[config.mk]
export PLATFORM = sky130hd
export DESIGN_NAME = flash_protect_check
export DESIGN_NICKNAME = d
export VERILOG_FILES = /design/src/rtl/flash_prot_pkg.sv /design/src/rtl/flash_blk_decode.sv /design/src/rtl/flash_lock_array.sv /design/src/rtl/flash_gate_policy.sv /design/src/rtl/flash_protect_check.sv
export SDC_FILE = /design/constraint.sdc
export NUM_CORES = 1
export LEC_CHECK = 0
export ABC_AREA = 1
export BUFFER_PORTS_ARGS = -buffer_cell sky130_fd_sc_hd__buf_4
export CAP_MARGIN = 25
export CORE_MARGIN = 3
export CORE_UTILIZATION = 47
export DETAILED_ROUTE_END_ITERATION = 16
export PLACE_DENSITY = 0.79
export SYNTH_ARGS = -nofsm -noshare
export SYNTH_HDL_FRONTEND = slang
export SYNTH_SLANG_ARGS = --single-unit
export TNS_END_PERCENT = 30
[constraint.sdc]
create_clock -name clk -period 1.6 [get_ports clk]
set_input_delay 0.16 -clock clk [delete_from_list [all_inputs] [get_ports clk]]
set_output_delay 0.16 -clock clk [all_outputs]
set_load 0.02 [all_outputs]
[src/rtl/flash_prot_pkg.sv]
package flash_prot_pkg;
  localparam int ADDR_W    = 20;
  localparam int SMALL_CNT = 8;
  localparam int SMALL_LOG = 14;
  localparam int BIG_CNT   = 28;
  localparam int BIG_LOG   = 15;
  localparam int NBLK      = SMALL_CNT + BIG_CNT;
  localparam int BLK_W     = $clog2(NBLK);

  typedef enum logic [1:0] {
    OP_PROG  = 2'b00,
    OP_ERASE = 2'b01,
    OP_LOCK  = 2'b10,
    OP_RSVD  = 2'b11
  } op_e;
endpackage

[src/rtl/flash_blk_decode.sv]
module flash_blk_decode #(
  parameter int ADDR_W    = flash_prot_pkg::ADDR_W,
  parameter int SMALL_CNT = flash_prot_pkg::SMALL_CNT,
  parameter int SMALL_LOG = flash_prot_pkg::SMALL_LOG,
  parameter int BIG_LOG   = flash_prot_pkg::BIG_LOG,
  parameter int BLK_W     = flash_prot_pkg::BLK_W
) (
  input  logic [ADDR_W-1:0] addr,
  output logic [BLK_W-1:0]  blk_idx,
  output logic              bank
);
  localparam logic [ADDR_W-1:0] SMALL_END = ADDR_W'(SMALL_CNT << SMALL_LOG);

  // small blocks sit at the bottom; main blocks follow, numbered on
  function automatic logic [BLK_W-1:0] block_of(input logic [ADDR_W-1:0] a);
    logic [ADDR_W-1:0] q;
    if (a < SMALL_END) q = a >> SMALL_LOG;
    else               q = ((a - SMALL_END) >> BIG_LOG) + ADDR_W'(SMALL_CNT);
    return q[BLK_W-1:0];
  endfunction

  function automatic logic bank_of(input logic [BLK_W-1:0] idx);
    return idx >= BLK_W'(SMALL_CNT);
  endfunction

  always_comb begin
    blk_idx = block_of(addr);
    bank    = bank_of(blk_idx);
  end
endmodule

[src/rtl/flash_lock_array.sv]
module flash_lock_array #(
  parameter int NBLK  = flash_prot_pkg::NBLK,
  parameter int BLK_W = flash_prot_pkg::BLK_W
) (
  input  logic             clk,
  input  logic             rst_n,
  input  logic             unlock_en,
  input  logic             lock_en,
  input  logic [BLK_W-1:0] sel,
  output logic [NBLK-1:0]  lock_vec
);
  for (genvar i = 0; i < NBLK; i++) begin : g_bit
    logic hit;
    assign hit = (sel == BLK_W'(i));
    always_ff @(posedge clk or negedge rst_n) begin
      if (!rst_n)                lock_vec[i] <= 1'b1;
      else if (unlock_en && hit) lock_vec[i] <= 1'b1;
      else if (lock_en && hit)   lock_vec[i] <= 1'b0;
    end
  end
endmodule

[src/rtl/flash_gate_policy.sv]
module flash_gate_policy
  import flash_prot_pkg::*;
(
  input  logic       valid,
  input  logic [1:0] op,
  input  logic       lock_bit,
  input  logic       guard_n,
  input  logic       supply_low,
  output logic       grant,
  output logic       fail,
  output logic       erase_ok,
  output logic       lock_ok
);
  function automatic logic permit(input logic [1:0] o, input logic lb,
                                  input logic g, input logic lo);
    if (lo) return 1'b0;
    case (o)
      OP_PROG, OP_ERASE: return g | lb;
      OP_LOCK:           return 1'b1;
      default:           return 1'b0;
    endcase
  endfunction

  always_comb begin
    grant    = valid & permit(op, lock_bit, guard_n, supply_low);
    fail     = valid & ~grant;
    erase_ok = grant & (op == OP_ERASE);
    lock_ok  = grant & (op == OP_LOCK);
  end
endmodule

[src/rtl/flash_protect_check.sv]
module flash_protect_check
  import flash_prot_pkg::*;
#(
  parameter int AW = ADDR_W,
  parameter int NB = NBLK,
  parameter int BW = BLK_W
) (
  input  logic          clk,
  input  logic          rst_n,
  input  logic          req_valid,
  input  logic [1:0]    req_op,
  input  logic [AW-1:0] req_addr,
  input  logic          write_guard_n,
  input  logic          supply_low,
  output logic          rsp_valid,
  output logic          rsp_grant,
  output logic          rsp_fail,
  output logic [BW-1:0] rsp_block,
  output logic          rsp_bank
);
  logic [BW-1:0] blk_idx;
  logic          blk_bank;
  logic [NB-1:0] lock_vec;
  logic          lock_bit;
  logic          grant_w, fail_w, erase_ok, lock_ok;

  flash_blk_decode #(.ADDR_W(AW), .BLK_W(BW)) u_dec (
    .addr(req_addr), .blk_idx(blk_idx), .bank(blk_bank)
  );

  assign lock_bit = lock_vec[blk_idx];

  flash_gate_policy u_pol (
    .valid(req_valid), .op(req_op), .lock_bit(lock_bit),
    .guard_n(write_guard_n), .supply_low(supply_low),
    .grant(grant_w), .fail(fail_w), .erase_ok(erase_ok), .lock_ok(lock_ok)
  );

  flash_lock_array #(.NBLK(NB), .BLK_W(BW)) u_locks (
    .clk(clk), .rst_n(rst_n), .unlock_en(erase_ok), .lock_en(lock_ok),
    .sel(blk_idx), .lock_vec(lock_vec)
  );

  always_ff @(posedge clk or negedge rst_n) begin
    if (!rst_n) begin
      rsp_valid <= 1'b0;
      rsp_grant <= 1'b0;
      rsp_fail  <= 1'b0;
      rsp_block <= '0;
      rsp_bank  <= 1'b0;
    end else begin
      rsp_valid <= req_valid;
      rsp_grant <= grant_w;
      rsp_fail  <= fail_w;
      if (req_valid) begin
        rsp_block <= blk_idx;
        rsp_bank  <= blk_bank;
      end
    end
  end
endmodule

# Word-level counts from Yosys, hierarchy flattened
# Cells that the tools add are included.
[word_totals]
word_cells = 279
inputBits = 27
ff_bits = 46
[op_classes]
bitwise = 6
n_eq_ne = 37
n_reduce_logical = 111
n_lt_le_gt_ge = 3
n_mux = 79
n_addsub = 2
[op_table]
columns = ["op", "count"]
rows = [
  ["6-bit by 5-bit equality test with 1-bit output, second input constant", 16],
  ["1-bit two-way mux", 76],
  ["1-bit logical AND", 72],
  ["2-bit nonzero test", 36],
  ["6-bit by 4-bit equality test with 1-bit output, second input constant", 8],
  ["6-bit by 3-bit equality test with 1-bit output, second input constant", 4],
  ["6-bit equality test, second input constant", 4],
  ["20-bit by 18-bit < comparator with 1-bit output, second input constant", 1],
  ["20-bit by 18-bit subtractor with 20-bit output, second input constant", 1],
  ["6-bit by 2-bit equality test with 1-bit output, second input constant", 2],
  ["6-bit by 7-bit < comparator with 1-bit output, second input constant", 1],
  ["5-bit by 4-bit adder with 6-bit output, second input constant", 1],
  ["1-bit binary-select mux with 6-bit select", 1],
  ["6-bit by 1-bit equality test with 1-bit output, second input constant", 1],
  ["6-bit by 4-bit >= comparator with 1-bit output, second input constant", 1],
  ["6-bit logical NOT", 1],
  ["6-bit two-way mux", 1],
  ["1-bit AND", 4],
  ["2-bit by 1-bit equality test with 1-bit output, second input constant", 1],
  ["2-bit equality test, second input constant", 1],
  ["2-bit logical NOT", 1],
  ["1-bit case mux with 2 select lines", 1],
  ["2-bit OR reduction", 1],
  ["1-bit inverter", 1],
  ["1-bit bitwise OR", 1],
]

# Longest topological paths before layout
[logic_depth]
word_depth = 13
mapped_depth = 20

# By module
# A second synthesis with hierarchy kept.
[unflattened]
hier_cells = 397
area_unflattened_um2 = 2817.7
[modules_own_cells]
columns = ["module", "cells_each", "seq_area_each_um2", "area_per_inst_um2", "instances"]
rows = [
  ["flash_lock_array", 228, 945.9, 1788.0, 1],
  ["flash_protect_check", 125, 250.2, 778.2, 1],
  ["flash_blk_decode", 30, 0.0, 175.2, 1],
  ["flash_gate_policy", 14, 0.0, 76.3, 1],
]

# Worst setup path after synthesis
# No wires, ideal clock.
[synth_path]
path_type = "input to register"
from = "input req_addr[17]"
to = "register u_locks.lock_vec[5]"
arrival_time_ps = 2031
required_time_ps = 1540
path_slack_ps = -491
stages = 15
path_cell_list = "inv_2 ha_1 inv_1 ha_1 inv_1 nor2_1 nand3_1 a31oi_1 nor2_1 nand3_2 nand3_4 nor2_8 buf_6 nand3_1 nand2_1"
[synth_between]
elab_chain_len = 12
word_cells_on_any_way = 17
[synth_rtl]
columns = ["element", "line", "source"]
rows = [
  ["start, declared", "flash_protect_check.sv:12", "input logic [AW-1:0] req_addr,"],
  ["20-bit by 18-bit subtractor with 20-bit output", "flash_blk_decode.sv:18", "else q = ((a - SMALL_END) >> BIG_LOG) + ADDR_W'(SMALL_CNT);"],
  ["5-bit by 4-bit adder with 6-bit output", "flash_blk_decode.sv:18", ""],
  ["6-bit two-way mux (*)", "flash_blk_decode.sv:17", "if (a < SMALL_END) q = a >> SMALL_LOG;"],
  ["via blk_idx[3]", "flash_protect_check.sv:21", "logic [BW-1:0] blk_idx;"],
  ["1-bit binary-select mux with 6-bit select", "flash_protect_check.sv:31", "assign lock_bit = lock_vec[blk_idx];"],
  ["1-bit two-way mux (not written as such)", "flash_protect_check.sv:31", ""],
  ["1-bit bitwise OR", "flash_gate_policy.sv:18", "OP_PROG, OP_ERASE: return g | lb;"],
  ["1-bit case mux with 2 select lines", "flash_gate_policy.sv:17", "case (o)"],
  ["1-bit two-way mux", "flash_gate_policy.sv:17", ""],
  ["1-bit AND", "flash_gate_policy.sv:25", "grant = valid & permit(op, lock_bit, guard_n, supply_low);"],
  ["1-bit AND (on tied branches)", "flash_gate_policy.sv:27, flash_gate_policy.sv:28", ""],
  ["1-bit logical AND (on tied branches)", "flash_lock_array.sv:17, flash_lock_array.sv:18", ""],
  ["1-bit two-way mux or 2-bit nonzero test (tied branches)", "-", ""],
  ["end signal, assigned by index", "flash_lock_array.sv:16", "if (!rst_n) lock_vec[i] <= 1'b1;"],
  ["end signal, assigned by index", "flash_lock_array.sv:17", "else if (unlock_en && hit) lock_vec[i] <= 1'b1;"],
  ["end signal, assigned by index", "flash_lock_array.sv:18", "else if (lock_en && hit) lock_vec[i] <= 1'b0;"],
  ["end, declared", "flash_lock_array.sv:10", "output logic [NBLK-1:0] lock_vec"],
]
# The timed path passes the listed nets; every way through them passes the cells marked *. The select of a mux whose other input is x is not followed.
# A chain may end at the register's enable or synchronous reset.

# Worst setup path after layout
[layout_path]
from = "register u_locks.lock_vec[24]"
to = "register u_locks.lock_vec[29]"
[layout_between]
elab_chain_len = 9
word_cells_on_any_way = 12
[layout_rtl]
columns = ["element", "line"]
rows = [
  ["1-bit binary-select mux with 6-bit select (*)", "flash_protect_check.sv:31"],
  ["1-bit two-way mux (not written as such) (*)", "flash_protect_check.sv:31"],
  ["1-bit bitwise OR (*)", "flash_gate_policy.sv:18"],
  ["1-bit case mux with 2 select lines (*)", "flash_gate_policy.sv:17"],
  ["1-bit two-way mux (*)", "flash_gate_policy.sv:17"],
  ["1-bit AND (*)", "flash_gate_policy.sv:25"],
  ["1-bit AND (on tied branches)", "flash_gate_policy.sv:27, flash_gate_policy.sv:28"],
  ["1-bit logical AND (on tied branches)", "flash_lock_array.sv:17, flash_lock_array.sv:18"],
  ["1-bit two-way mux or 2-bit nonzero test (tied branches)", "-"],
]
# Every way passes the cells marked *; elsewhere a longest branch is shown, timed or not. The select of a mux whose other input is x is not followed.

==> summary.md <==
| Metric | Value |
|---|---|
| Endpoint, Worst Hold | rsp_valid$_DFF_PN0_ |
| CP Launch Type | register |
| CP Depth | 15 |
| Critical Path Fanout Max | 13 |
| R2R setup slack | -370 ps |
| Worst slack at placement | -638 ps |
| Via/cell ratio | 5.35 |
| Top post-synthesis cells by area | dfstp_2 (32%), nand2_1 (24%), dfrtp_1 (8.3%) |
| Part of the cycle the worst path needs | 123% |
| Final Max Tran Viols | 0 |
| Hold path depth | 1 |
| Ant. Diodes | 0 |
| Gp weighted congestion | 0.891 |
| Worst r2r path cells | 15 |
| Initial Utilization | 49.5% |
| CP Data Required Time | 1840 ps |
| Syn_nets | 447 |
| Fraction of registers with async set/reset | 100% |
| Row Count | 28 |
| Mean Syn Cell Area | 7.21 sq um |
| First-pass GRT wire length | 13,100 um |
| PortBufs | 22 |
| Clock Latency Late Sink | 300 ps |
| Final-stage net count | 509 |
| Initial antenna violation count | 0 |
| Max Fclk | 507 MHz |
| Worst vdd ir | 0.468 mV |
| Ports | 37 |
| Area Overhead vs Synth | 28.7% |
| Routed WL | 8020 um |
| Cell Area, Synth | 3000 sq um |
| Vias | 2,964 |
| Register area | 1200 sq um |
| Crit-path slowest cell | dfstp_2 |
| Total Die Area | 7380 sq um |
| Clock-pin slew on the worst setup and hold paths | 90 ps |
| Yosys top cell area share | 31.5% |
| Most instantiated library cell after synthesis | nand2_1 |
| # Max-Cap Violations | 0 |
| Fill cells | 503 |
| Worst slew pin tran | 590 ps |
| Post-synth EDFFs | 0 |
| Worst Skew | 10.6 ps |
| Power Dens Cells | 810 nW/um^2 |
| Routed length per instance | 14.5 um |
| Distinct cells, synth | 30 |
| CTS Root Cell | clkbuf_8 |
| Most instantiated cells after synthesis | nand2_1 (192), nor2_1 (44), dfstp_2 (36) |
| Iter 0 DRT Violations | 240 |
| LEAKAGE | 1.75 nW |
| Final min period | 1970 ps |
| Worst r2r src | u_locks.lock_vec[24]$_DFFE_PN1P_ |
| Final setup margin | -374 ps |
| Data arrival, critical path | 2210 ps |
| Setup_tns | -11,750 ps |
| Fraction of layout cells with a size suffix above 1 | 37.8% |
| DR DRC count | 0 |
| Reg-to-Reg End | u_locks.lock_vec[29]$_DFFE_PN1P_ |
| Seq cells post-synth | 46 |
| RSZ-0062 raised after global routing | yes |
| Die width | 85.9 um |
| HP Start | req_valid |
| Worst setup EP type | register |
| CP delay by family, top | simple AND/OR/NAND/NOR gates |
| Cell accounting for the most synthesized area | dfstp_2 |
| Clock sinks | 46 |
| Register area share after synthesis | 39.9% |
| Failing checks | setup timing |
| DRT Pass-1 Iters | 7 |
| Slowest stage delay, CP | 540 ps |
| GRT Util Overall | 22.1% |
| Status | finished with violations |
| Number of global-route vias before repair | 2,788 |
| CP cell instances | nand3_1, nand2_1, nand2_1, nand2_1, nand2_1, nand2_1, nor2_1, nand2_1, nand3_2, nand3_2, nand3_4, nor2_8, buf_12, nand3_1, nand2_1 |
| Area of the multi-input gates | 1770 sq um |
| Inserted Clock Buffers | 5 |
| Core Area | 6060 sq um |
| Worst rel slew slack | 60.7% |
| Largest net degree at the start of global routing | 47 |
| Top FF cell, synth | dfstp_2 |
| Critical path class | register to register |
| Top cell by count, worst path | nand2_1 |
| Hold Crit Class | input pin to register |
| Final setup violation count | 38 |
| Final hold viol count | 0 |
| Post-synthesis cell count | 416 |
| GRT overflow | 0 |
| # H-tree levels | 2 |
| Clk buf depth | 2 |
| CTS tree | done |
| HPWL Detailed | 5550 um |
| Ys Warns | 0 |
| Worst setup startpoint | u_locks.lock_vec[24]$_DFFE_PN1P_ |
| Post-route ant nets | 0 |
| Die H | 85.9 um |
| Worst Path Buf+Inv | 1 |
-- registers in the layout, indices dropped and copies added (netlist names) --
| register | cells |
|---|---|
| u_locks.lock_vec | 36 |
| rsp_fail | 1 |
| rsp_block | 6 |
| rsp_valid | 1 |
| rsp_grant | 1 |
| rsp_bank | 1 |
-- worst max-delay path by stage --
stage	to	slack [ps]
after floorplan	u_locks.lock_vec[10]$_DFFE_PN1P_	-240
after global placement	u_locks.lock_vec[30]$_DFFE_PN1P_	-550
after detailed placement	u_locks.lock_vec[30]$_DFFE_PN1P_	-640
after CTS	u_locks.lock_vec[13]$_DFFE_PN1P_	-280
after global routing	u_locks.lock_vec[29]$_DFFE_PN1P_	-470
final	u_locks.lock_vec[29]$_DFFE_PN1P_	-370
-- routing by layer --
metal / global-route usage, % / wire [um] / up-vias / part of all wire, %
met5: 0 / 0 / - / 0
met4: 7.19 / 232 / 0 / 2.9
met3: 3.65 / 480 / 27 / 6.0
met2: 35.3 / 3800 / 116 / 47
met1: 30.6 / 3510 / 1398 / 44
li1: - / - / 1423 / -
-- power by group --
part	internal [W]	total, W	switching, W
clock network	0.000311	0.000698	0.000386
logic	0.000386	0.000950	0.000564
registers	0.00139	0.00148	0.0000887
total	0.00209	0.00313	0.00104
-- metrics by stage --
| step | area (sq um) | hold WS [ps] | utilization, % | cells | total power [W] |
|---|---|---|---|---|---|
| global placement | 3610 | 203 | 59.6 | 542 | 0.00234 |
| global route | 3860 | 1.06 | 63.7 | 554 | 0.00329 |
| detailed placement | 3610 | 202 | 59.6 | 542 | 0.00236 |
| floorplan | 3080 | -136 | - | 416 | 0.00199 |
| CTS | 3720 | 0.849 | 61.4 | 551 | 0.00309 |
| finish | 3860 | 4.06 | 63.7 | 554 | 0.00313 |
-- repair_timing --
item,in CTS,in global routing
resized for setup,6,23
hold buffers,1,0
hold endpoints to repair,10,0
gates cloned,0,2
endpoints found under the setup margin,38,38
pin swaps,2,5
setup buffers,0,1
-- placed cells by master (no fill, tap or decap), drive strengths merged, types with 4 or more instances in the layout --
| cell | n |
|---|---|
| nand2 | 198 |
| buf | 66 |
| nand3 | 53 |
| nor2 | 48 |
| dfstp | 36 |
| inv | 26 |
| dfrtp | 10 |
| clkbuf | 10 |
| nor3 | 9 |
| a21oi | 7 |
| o21ai | 7 |
| ha | 4 |
-- cell type report --
| cell class | instances | area share (%) |
|---|---|---|
| clock buffer | 8 | 2.07 |
| multi-input combinational | 329 | 45.7 |
| sequential | 46 | 31.0 |
| inverter | 27 | 2.82 |
| timing repair buffer | 69 | 16.0 |
| tap | 75 | 2.43 |
-- kinds of logic (layout without fill, tap and decap cells) --
logic type	Yosys count	count (layout)	synth area share [%]
AND/OR/NAND/NOR	309	309	48.4
AO/OA/AOI/OAI	15	15	3.17
adder cells (fa/ha/maj)	4	4	1.67
XOR/XNOR	1	1	0.292
buffers and inverters	41	104	6.63
flip-flops	46	46	39.9
No activity file was read; power rests on OpenSTA's default activity.
